### src/rtl/pic_cas_pkg.sv
// Package: shared sizes, masks and types for the cascaded acknowledge unit.
// Assumes eight lines per level (a power of two) and an 8-bit vector.
package pic_cas_pkg;
    localparam int LINES        = 8;
    localparam int LW           = $clog2(LINES);
    localparam int VW           = 8;
    localparam int BW           = VW - LW;
    localparam int CASC_LINE    = 2;
    localparam logic [LINES-1:0] MST_TRG_MASK = 8'hF8;
    localparam logic [LINES-1:0] SLV_TRG_MASK = 8'hDE;

    typedef logic [LINES-1:0] line_vec_t;
    typedef logic [LW-1:0]    line_idx_t;

    localparam line_idx_t SPUR_IDX = line_idx_t'(LINES - 1);
    localparam line_idx_t CASC_IDX = line_idx_t'(CASC_LINE);
endpackage

### src/rtl/pic_cas_resolver.sv
// Module: rotating priority resolver for one level.
// Finds the highest-priority pending line, counting upward from rot_base,
// and reports it only when it beats every in-service line.
// Assumes N is a power of two.
module pic_cas_resolver #(
    parameter int N = 8
) (
    input  logic [N-1:0]         req,
    input  logic [N-1:0]         isr,
    input  logic [$clog2(N)-1:0] rot_base,
    output logic                 win,
    output logic [$clog2(N)-1:0] win_line
);
    localparam int LWL = $clog2(N);
    localparam int PW  = LWL + 1;

    logic [N-1:0]  rot_req;
    logic [N-1:0]  rot_isr;
    logic [PW-1:0] pr_req;
    logic [PW-1:0] pr_isr;

    // Purpose: rotate both vectors so that priority 0 sits at bit 0, then find the first set bit.
    always_comb begin
        rot_req = '0;
        rot_isr = '0;
        for (int p = 0; p < N; p++) begin
            rot_req[p] = req[LWL'(LWL'(p) + rot_base)];
            rot_isr[p] = isr[LWL'(LWL'(p) + rot_base)];
        end
        pr_req = PW'(N);
        pr_isr = PW'(N);
        for (int p = N - 1; p >= 0; p--) begin
            if (rot_req[p]) pr_req = PW'(p);
            if (rot_isr[p]) pr_isr = PW'(p);
        end
    end

    // Purpose: a winner exists only with strictly better priority than the current service level.
    always_comb begin
        win      = (pr_req < pr_isr);
        win_line = pr_req[LWL-1:0] + rot_base;
    end
endmodule

### src/rtl/pic_cas_bank.sv
// Module: state of one controller level (requests, edge history,
// in-service, rotation base, trigger mode) plus its resolver.
// When CASC_EN is set, line CASC_LINE ignores its pin and is set by casc_set.
// Assumes ack_do is raised only while win is high.
module pic_cas_bank
    import pic_cas_pkg::*;
#(
    parameter int        N         = LINES,
    parameter logic [N-1:0] TRG_MASK = '1,
    parameter bit        CASC_EN   = 1'b0,
    parameter int        CLINE     = CASC_LINE
) (
    input  logic                 clk,
    input  logic                 rst_n,
    input  logic [N-1:0]         line_in,
    input  logic                 casc_set,
    input  logic                 trg_we,
    input  logic [N-1:0]         trg_wdata,
    input  logic                 ack_do,
    input  logic                 aeoi,
    input  logic                 rot_aeoi,
    output logic                 win,
    output logic [$clog2(N)-1:0] win_line,
    output logic [N-1:0]         isr_q,
    output logic [N-1:0]         trg_q
);
    localparam int LWL = $clog2(N);
    localparam logic [N-1:0] CASC_MASK = CASC_EN ? (N'(1) << CLINE) : '0;

    logic [N-1:0]   irr_q, last_q;
    logic [LWL-1:0] rb_q;
    logic [N-1:0]   line_eff, irr_upd, irr_nxt, isr_nxt, trg_nxt, sel;
    logic [LWL-1:0] rb_nxt;

    pic_cas_resolver #(.N(N)) u_res (
        .req      (irr_q),
        .isr      (isr_q),
        .rot_base (rb_q),
        .win      (win),
        .win_line (win_line)
    );

    // Purpose: merge pin activity (edge or level per line) and the cascade pulse into the request set.
    always_comb begin
        line_eff = line_in & ~CASC_MASK;
        irr_upd  = (irr_q & ~trg_q)
                 | (line_eff & ~last_q & ~trg_q)
                 | (line_eff & trg_q)
                 | ({N{casc_set}} & CASC_MASK);
    end

    // Purpose: apply the acknowledge on top of the request update in the same edge.
    always_comb begin
        sel     = N'(1) << win_line;
        irr_nxt = irr_upd;
        isr_nxt = isr_q;
        rb_nxt  = rb_q;
        if (ack_do) begin
            irr_nxt = irr_upd & ~(sel & ~trg_q);
            if (!aeoi) begin
                isr_nxt = isr_q | sel;
            end else if (rot_aeoi) begin
                rb_nxt = win_line + LWL'(1);
            end
        end
        trg_nxt = trg_we ? (trg_wdata & TRG_MASK) : trg_q;
    end

    // Purpose: register the level's state with synchronous active-low reset.
    always_ff @(posedge clk) begin
        if (!rst_n) begin
            irr_q  <= '0;
            last_q <= '0;
            isr_q  <= '0;
            rb_q   <= '0;
            trg_q  <= '0;
        end else begin
            irr_q  <= irr_nxt;
            last_q <= line_eff;
            isr_q  <= isr_nxt;
            rb_q   <= rb_nxt;
            trg_q  <= trg_nxt;
        end
    end
endmodule

### src/rtl/pic_cas_ack.sv
// Module: top of the cascaded acknowledge unit. Joins a master and a
// slave level (slave winner feeds master line 2), drives the processor
// interrupt, and forms the vector on acknowledge.
// Assumes ack is a single-cycle strobe; all state updates on that edge.
module pic_cas_ack
    import pic_cas_pkg::*;
(
    input  logic            clk,
    input  logic            rst_n,
    input  logic [2*LINES-1:0] req_lines,
    input  logic            ack,
    input  logic [BW-1:0]   mst_base,
    input  logic [BW-1:0]   slv_base,
    input  logic            mst_aeoi,
    input  logic            mst_rot_aeoi,
    input  logic            slv_aeoi,
    input  logic            slv_rot_aeoi,
    input  logic            trg_we,
    input  logic            trg_sel,
    input  logic [LINES-1:0] trg_wdata,
    output logic            cpu_int,
    output logic            vec_valid,
    output logic [VW-1:0]   vector,
    output logic [LINES-1:0] mst_isr,
    output logic [LINES-1:0] slv_isr,
    output logic [LINES-1:0] mst_trg,
    output logic [LINES-1:0] slv_trg
);
    logic      m_win, s_win;
    line_idx_t m_line, s_line;
    logic      m_ack, s_ack;
    logic      m_is_casc;
    logic [VW-1:0] vec_d;
    logic [VW-1:0] vec_q;
    logic          vld_q;

    // Purpose: route acknowledge to each level; the slave only sees it through master line 2.
    always_comb begin
        m_is_casc = (m_line == CASC_IDX);
        m_ack     = ack & m_win;
        s_ack     = ack & m_win & m_is_casc & s_win;
    end

    pic_cas_bank #(
        .N(LINES), .TRG_MASK(MST_TRG_MASK), .CASC_EN(1'b1), .CLINE(CASC_LINE)
    ) u_mst (
        .clk       (clk),
        .rst_n     (rst_n),
        .line_in   (req_lines[LINES-1:0]),
        .casc_set  (s_win),
        .trg_we    (trg_we & ~trg_sel),
        .trg_wdata (trg_wdata),
        .ack_do    (m_ack),
        .aeoi      (mst_aeoi),
        .rot_aeoi  (mst_rot_aeoi),
        .win       (m_win),
        .win_line  (m_line),
        .isr_q     (mst_isr),
        .trg_q     (mst_trg)
    );

    pic_cas_bank #(
        .N(LINES), .TRG_MASK(SLV_TRG_MASK), .CASC_EN(1'b0), .CLINE(CASC_LINE)
    ) u_slv (
        .clk       (clk),
        .rst_n     (rst_n),
        .line_in   (req_lines[2*LINES-1:LINES]),
        .casc_set  (1'b0),
        .trg_we    (trg_we & trg_sel),
        .trg_wdata (trg_wdata),
        .ack_do    (s_ack),
        .aeoi      (slv_aeoi),
        .rot_aeoi  (slv_rot_aeoi),
        .win       (s_win),
        .win_line  (s_line),
        .isr_q     (slv_isr),
        .trg_q     (slv_trg)
    );

    // Purpose: choose the vector, including both spurious cases.
    always_comb begin
        if (!m_win)
            vec_d = {mst_base, SPUR_IDX};
        else if (m_is_casc)
            vec_d = {slv_base, (s_win ? s_line : SPUR_IDX)};
        else
            vec_d = {mst_base, m_line};
    end

    // Purpose: register the vector and its one-cycle valid flag.
    always_ff @(posedge clk) begin
        if (!rst_n) begin
            vec_q <= '0;
            vld_q <= 1'b0;
        end else begin
            vld_q <= ack;
            if (ack) vec_q <= vec_d;
        end
    end

    assign cpu_int   = m_win;
    assign vec_valid = vld_q;
    assign vector    = vec_q;
endmodule

### config.mk
export PLATFORM = sky130hd
export DESIGN_NAME = pic_cas_ack
export DESIGN_NICKNAME = d
export VERILOG_FILES = /design/src/rtl/pic_cas_pkg.sv /design/src/rtl/pic_cas_resolver.sv /design/src/rtl/pic_cas_bank.sv /design/src/rtl/pic_cas_ack.sv
export SDC_FILE = /design/constraint.sdc
export NUM_CORES = 1
export LEC_CHECK = 0
export BUFFER_PORTS_ARGS = -buffer_cell sky130_fd_sc_hd__buf_2
export CORE_AREA = 3 3 134 136
export CTS_CLUSTER_SIZE = 24
export DETAILED_ROUTE_END_ITERATION = 10
export DIE_AREA = 0 0 137 139
export MAX_ROUTING_LAYER = met4
export PLACE_DENSITY_LB_ADDON = 0.12
export SKIP_LAST_GASP = 1
export SYNTH_ARGS = -nofsm -noshare
export SYNTH_HDL_FRONTEND = slang
export SYNTH_SLANG_ARGS = --single-unit
### constraint.sdc
create_clock -name clk -period 5.8 [get_ports clk]
set_input_delay 1.16 -clock clk [delete_from_list [all_inputs] [get_ports clk]]
set_output_delay 1.16 -clock clk [all_outputs]
set_load 0.005 [all_outputs]
# Word level (Yosys, flattened, before mapping)
# Cells that the tools add are included.
[totals]
mem_bits_ro = 0
mem_bits_rw = 0
mem_count = 0
reg_bits = 74
latch_bits = 0
output_inout_bits = 42
[op_classes]
n_mul = 0
reduce_logical = 4
mux = 101
shifts = 2
bitwise_logic = 33
n_lt_le_gt_ge = 18
div = 0
add_sub_neg = 18
n_eq_ne = 1
[ops]
columns = ["operator", "n"]
rows = [
  ["4-bit 2-to-1 mux", 32],
  ["8-bit bitwise AND", 12],
  ["1-bit binary-select mux with 3-bit select", 32],
  ["3-bit by 4-bit < comparator with 1-bit output (second input constant)", 16],
  ["8-bit inverter", 6],
  ["8-bit OR", 6],
  ["1-bit 2-to-1 mux", 32],
  ["8-bit 2-to-1 mux", 4],
  ["3-bit adder (first input constant)", 8],
  ["1-bit by 3-bit left shift with 8-bit output (first input constant)", 2],
  ["2-bit by 3-bit adder with 3-bit output (first input constant)", 4],
  ["4-bit < comparator", 2],
  ["8-bit by 3-bit OR with 8-bit output", 1],
  ["1-bit by 3-bit adder with 3-bit output (first input constant)", 2],
  ["3-bit by 1-bit adder with 3-bit output (second input constant)", 2],
  ["3-bit adder", 2],
  ["3-bit AND reduction", 2],
  ["1-bit bitwise AND", 5],
  ["2-bit AND reduction", 2],
  ["3-bit by 2-bit equality test with 1-bit output (second input constant)", 1],
  ["3-bit 2-to-1 mux", 1],
  ["1-bit inverter", 3],
]

# Logic depth before layout (Yosys ltp)
# Gate-level depths: netlist of the first run.
[depth]
ltp_word = 17
mapped_depth = 22

# Modules after synthesis
# From an unflattened synthesis of the first run, not the netlist that was laid out.
[hier_totals]
cells_unflattened = 572
area_unflattened_um2 = 5859.4
[modules_own_cells]
columns = ["module", "area_per_inst_um2", "instances", "cells_each", "seq_area_each_um2"]
rows = [
  ["pic_cas_resolver", 1417.6, 2, 130, 0.0],
  ["pic_cas_bank at u_slv", 1338.8, 1, 138, 660.6],
  ["pic_cas_bank at u_mst", 1261.2, 1, 127, 620.6],
  ["pic_cas_ack", 424.2, 1, 47, 180.2],
]

# Worst setup path before layout of the first run
# No wires, ideal clock.
[synth_path]
path_type = "reg-to-output"
startpoint = "register u_mst.rb_q[1]"
endpoint = "output cpu_int"
setup_slack_ps = 635
arrival_time_ps = 4005
path_stages_with_launch = 15
cell_sequence = "dfxtp_1 -> buf_2 -> inv_1 -> ha_1 -> buf_6 -> buf_2 -> mux4_2 -> nor2b_1 -> a211o_1 -> o22ai_1 -> a21oi_1 -> ha_1 -> a2111oi_0 -> a31oi_1 -> a21oi_1"
[synth_via]
elab_chain_len = 12
elab_cells_between_ends = 56
[synth_lines]
columns = ["element", "line_no", "source"]
rows = [
  ["from (decl)", "pic_cas_bank.sv:31", "logic [LWL-1:0] rb_q;"],
  ["from (signal assigned)", "pic_cas_bank.sv:81", "rb_q <= rb_nxt;"],
  ["3-bit adder", "pic_cas_resolver.sv:27, pic_cas_resolver.sv:28", ""],
  ["1-bit binary-select mux with 3-bit select (on tied branches)", "pic_cas_resolver.sv:27, pic_cas_resolver.sv:28", ""],
  ["1-bit 2-to-1 mux (on tied branches)", "pic_cas_resolver.sv:27, pic_cas_resolver.sv:28", ""],
  ["4-bit 2-to-1 mux (on tied branches) (8 in series)", "pic_cas_resolver.sv:33, pic_cas_resolver.sv:34", ""],
  ["4-bit < comparator *", "pic_cas_resolver.sv:40", "win = (pr_req < pr_isr);"],
  ["to (decl)", "pic_cas_ack.sv:21", "output logic cpu_int,"],
]
# Every way passes the cells marked *; elsewhere a longest branch is shown, timed or not. The select of a mux whose other input is x is not followed.

# Worst setup path after layout of the first run
[layout_path]
startpoint = "register u_mst.rb_q[0]"
endpoint = "output cpu_int"
# The elaborated chain is that of the path after synthesis.

==> results_dict.tcl, run 1 <==
set metrics [dict create \
    post-cts-setup-buffers 0 \
    io_buffers 77 \
    cp-start-kind "register" \
    final_nets 743 \
    synth_ff_type "dfxtp_1" \
    final_cell_area_sq_um 6760 \
    pin_count 85 \
    finalCritPeriodShare_pct 92.9 \
    final_cell_mix "buf_2 (77), dfxtp_1 (73), mux4_2 (53), nor2_1 (41), inv_1 (40)" \
    clk_pin_slew_ps 60 \
    drtIter0Drc 317 \
    final_core_util_pct 39.6 \
    rows 48 \
    ys_async_sr_fraction_pct 0 \
    hold-worst-slack_ps 485 \
    rsz0062_at_grt "no" \
    core-area_sq_um 17100 \
    post-route-min-period_ps 5390 \
    area_growth_syn_to_layout_pct 15.3 \
    final_cells 904 \
    first_pass_iters 4 \
    synth_top_area_share_pct 24.9 \
    ys_types 62 \
    leakage_nw 2.63 \
    h-tree-depth 3 \
    yosys-mux-area-fraction_pct 28.9 \
    antenna_found_initial 0 \
    worst_pin_slew_ps 1030 \
    place_area_sq_um 6420 \
    grt_pass1_vias 4919 \
    power_density_nw_per_um2 636 \
    hold_viol 0 \
    cts_root_buf "clkbuf_16" \
    drv_cap 0 \
    yosys_register_bits 73 \
    netlist_area_sq_um 5860 \
    dp_cells 888 \
    grt.overflow.total 0 \
    synth_top_cell_by_area "dfxtp_1" \
    hpwlAfterDp_mm 12.3 \
    setup_viol 0 \
    wire_per_inst_microns 18.1 \
    yosys-top-cells-area "dfxtp_1 (25%), mux4_2 (20%), mux2i_1 (5.6%)" \
    ys_warn_count 0 \
    register_area_sq_um 1460 \
    diodes 0 \
    fmax_mhz 186 \
    postSynthCellCount 610 \
    die_h_microns 139 \
    synth-adder-area-share_pct 5.81 \
    multi_input_area_sq_um 4050 \
    cp.required_ps 4640 \
    synth_compound_area_share_pct 17.0 \
    ant_nets 0 \
    synth_enable_flop_cells 0 \
    cp_max_fo 12 \
    grtUsageTotal_pct 18.0 \
    start_util_pct 34.3 \
    cts_tree "built" \
    cts.sinks 73 \
    post-route-drc-count 0 \
    clk_path_buf_depth 2 \
    insertion_delay_ps 340 \
    final_common_cell "buf_2" \
    final-max-slew-violation-count 0 \
    crit_arrival_ps 4230 \
    die_w_microns 137 \
    clock-skew-final_ps 6.03 \
    syn_avg_cell_area_sq_um 9.60 \
    final_layout_size_suffix_gt1_share_pct 27.5 \
    gp_congestion 0.825 \
    grt_pass1_wl_mm 26.7 \
    ys_seq_area_share_pct 24.9 \
    endpoint_kind "primary output" \
    synth_xor_area_share_pct 1.20 \
    status "completed" \
    grt_max_degree 42 \
    synth_top_family_by_area "multiplexers" \
    dr_total_vias 5029 \
    yosys.area_share.simple_pct 15.4 \
    slew_headroom_pct 31.5 \
    routed_wl_mm 16.4 \
    critPathKind "register to primary output" \
    dieArea_sq_um 19000 \
    numCtsBuffers 9 \
    fill_cells 1712 \
    tns_ps 0 \
    hold_path_class "register to register" \
    ir_drop_mv 0.276 \
    vias_per_cell 5.56 \
]
==> flip-flops by register name, indices dropped and copies added (netlist names) <==
signal	flops
vector	8
u_slv.irr_q	8
u_slv.rb_q	3
u_mst.isr_q	8
u_mst.irr_q	8
u_mst.last_q	7
u_mst.trg_q	5
vec_valid	1
u_slv.last_q	8
u_slv.trg_q	6
u_mst.rb_q	3
u_slv.isr_q	8
==> logic make-up (layout without fill, tap and decap cells) <==
kind of cell,after synthesis,count (layout)
AO/OA/AOI/OAI,144,144
buffers and inverters,85,150
multiplexers,101,101
other,1,5
adder cells (fa/ha/maj),26,26
AND/OR/NAND/NOR,172,172
XOR/XNOR,8,8
flip-flops,73,73
==> final cells by class <==
class	instances	area share, %
Clock buffer	10	3.54
Clock inverter	6	1.07
Inverter	42	2.33
Multi-Input combinational cell	456	59.9
Sequential cell	73	21.6
Tap cell	225	4.17
Timing Repair Buffer	92	7.37
==> where the power goes <==
part	switching (mW)	leakage, nW	internal [mW]
sequential	0.173	0.601	0.604
combinational	1.68	1.88	1.25
clock	0.236	0.155	0.351
total	2.09	2.63	2.21
==> worst max-delay path, stage by stage (launching register included) <==
cell and delay (ps):
dfxtp_1 340, inv_2 130, ha_4 410, buf_4 220, mux2_2 380, mux4_2 480
nor2_1 270, o22ai_1 140, a21oi_1 170, ha_1 270, a2111oi_0 370, a31oi_1 250
a21oi_1 290, buf_2 180
==> final timing paths <==
path | startpoint | cells after the start | to | slack, ps
worst min-delay path | u_slv.trg_q[2] | 2 | u_slv.trg_q[2] | 480
worst min register to register | u_slv.trg_q[2] | 2 | u_slv.trg_q[2] | 480
worst max-delay path | u_mst.rb_q[0] | 13 | cpu_int | 410
worst max register to register | u_mst.rb_q[0] | 16 | u_mst.irr_q[7] | 720
==> per-layer routing <==
| layer | GRT usage, % | vias to the layer above | wire length [microns] |
|---|---|---|---|
| li1 | - | 2440 | - |
| met1 | 26.0 | 2464 | 8060 |
| met2 | 26.2 | 119 | 7390 |
| met3 | 2.94 | 6 | 821 |
| met4 | 4.94 | 0 | 106 |
| met5 | - | - | 0 |
==> cells in the mapped netlist, drive strengths merged (6+ instances only) <==
cell type / instances
dfxtp: 73
mux4: 53
inv: 41
nor2: 41
nand2: 34
mux2i: 33
buf: 30
a21oi: 27
ha: 24
o21ai: 24
nand3: 22
a211oi: 21
and2: 21
mux2: 15
nor2b: 14
a31oi: 13
clkbuf: 13
a311oi: 12
a21boi: 11
nor3: 7
nand3b: 6
nand4: 6
==> metrics by stage <==
stage	power, mW	worst slack (ps)
2_1_floorplan	2.82	635
4_1_cts	4.31	47.9
3_3_place_gp	3.64	517
3_5_place_dp	3.69	429
6_report	4.30	412
5_1_grt	4.66	57.4
==> repair_timing <==
item,in CTS,in global routing
setup endpoints to repair,0,1
resized for setup,0,4
hold buffers,0,0
Note: power is estimated with default switching activity, not from simulation.
==> inputs of run 2 (changes only) <==
--- a/config.mk
+++ b/config.mk
@@ -11,7 +11,6 @@
 export DETAILED_ROUTE_END_ITERATION = 10
 export DIE_AREA = 0 0 137 139
 export MAX_ROUTING_LAYER = met4
-export PLACE_DENSITY_LB_ADDON = 0.12
 export SKIP_LAST_GASP = 1
 export SYNTH_ARGS = -nofsm -noshare
 export SYNTH_HDL_FRONTEND = slang
==> results_dict.tcl, run 2 (same netlist as run 1, synthesis figures left out) <==
set metrics [dict create \
    routed_wl_mm 15.3 \
    cp.required_ps 4640 \
    ir_drop_mv 0.314 \
    final_cell_mix "buf_2 (77), dfxtp_1 (73), mux4_2 (53), nor2_1 (41), inv_1 (40)" \
    tns_ps 0 \
    drtIter0Drc 342 \
    cp_max_fo 12 \
    vias_per_cell 5.57 \
    grtUsageTotal_pct 17.0 \
    h-tree-depth 3 \
    use_met1_pct 24.5 \
    cts.sinks 73 \
    worst_pin_slew_ps 1050 \
    power_density_nw_per_um2 627 \
    diodes 0 \
    hold-worst-slack_ps 475 \
    rows 48 \
    hpwlAfterDp_mm 11.3 \
    gp_congestion 0.874 \
    first_pass_iters 4 \
    clk_pin_slew_ps 70 \
    cp-start-kind "register" \
    grt_pass1_wl_mm 25.3 \
    power_mw 4.21 \
    cts_root_buf "clkbuf_16" \
    r2r-start "u_mst.rb_q[0]" \
    fmax_mhz 184 \
    status "completed" \
    wire_per_inst_microns 16.9 \
    hold_viol 0 \
    cts_tree "built" \
    final-max-slew-violation-count 0 \
    io_buffers 77 \
    met2_usage_pct 24.3 \
    clock-skew-final_ps 11.4 \
    post-route-min-period_ps 5450 \
    leakage_nw 2.62 \
    clk_path_buf_depth 2 \
    pin_count 85 \
    insertion_delay_ps 350 \
    core-area_sq_um 17100 \
    setup_viol 0 \
    grt_max_degree 42 \
    finalCritPeriodShare_pct 94.0 \
    crit_arrival_ps 4290 \
    final_core_util_pct 39.3 \
    area_growth_syn_to_layout_pct 14.5 \
    die_w_microns 137 \
    slew_headroom_pct 30.1 \
    hp-start "u_slv.trg_q[1]" \
    whs_path_depth 2 \
    dr_total_vias 5035 \
    post-route-drc-count 0 \
    final_cells 904 \
    grt.busiest_layer "met1" \
    r2r-end "u_slv.irr_q[6]" \
    min_to "u_slv.trg_q[1]" \
    cts_hold_buf 0 \
    dp_cells 888 \
    r2r_slack_ps 720 \
    critPathKind "register to primary output" \
    numCtsBuffers 9 \
    rsz0062_at_grt "no" \
    final_nets 743 \
    endpoint_kind "primary output" \
    ant_nets 0 \
    antenna_found_initial 0 \
    hold_path_class "register to register" \
    drv_cap 0 \
    grt_pass1_vias 4722 \
    final_layout_size_suffix_gt1_share_pct 27.2 \
    start_util_pct 34.3 \
    post-cts-setup-buffers 0 \
    die_h_microns 139 \
    dieArea_sq_um 19000 \
    final_common_cell "buf_2" \
    grtUsageMet3_pct 3.30 \
    cts_resized 0 \
    grt.overflow.total 0 \
    rr_worst_depth 15 \
]
## run 2: layout make-up
cell class | count | area, sq um
fillers | 1755 | 10300
multi-input cells | 456 | 4030
flip-flops and latches | 73 | 1460
repair buffers | 92 | 498
well taps | 225 | 282
clock buffers | 9 | 225
inverters | 42 | 158
clock inverters | 7 | 58.8
## run 2: stage by stage
stage,area [sq um],setup slack [ps]
2_1_floorplan,5870,635
3_3_place_gp,6420,596
3_5_place_dp,6420,560
4_1_cts,6710,180
5_1_grt,6710,44.6
6_report,6710,351
## run 2: power breakdown
part | internal, mW | switching [mW]
logic | 1.24 | 1.65
clock network | 0.297 | 0.249
registers | 0.603 | 0.170
total | 2.14 | 2.07
## run 2: critical path, cell delays in order, from the launching register on
cell and delay [ps]:
dfxtp_1 340, inv_2 120, ha_2 550, buf_4 250, mux2_2 380, mux4_2 490, nor2_1 240, o22ai_1 130
a21oi_1 170, ha_1 270, a2111oi_0 370, a31oi_1 240, a21oi_1 210, buf_2 170
## run 2: per-layer routing
layer | share of wire (%) | routed length [microns] | vias to the layer above
met1 | 48 | 7270 | 2427
met2 | 45 | 6830 | 147
met4 | 1.7 | 256 | 0
li1 | - | - | 2446
met3 | 5.9 | 903 | 15
met5 | 0 | 0 | -
## run 2: worst max-delay path by stage
stage / cells after the start / from / to / slack [ps]
floorplan: 14 / u_mst.rb_q[1] / cpu_int / 630
global placement: 13 / u_mst.rb_q[0] / cpu_int / 600
detailed placement: 13 / u_mst.rb_q[0] / cpu_int / 560
CTS: 13 / u_mst.rb_q[0] / cpu_int / 180
global route: 13 / u_mst.rb_q[0] / cpu_int / 40
finish: 13 / u_mst.rb_q[0] / cpu_int / 350
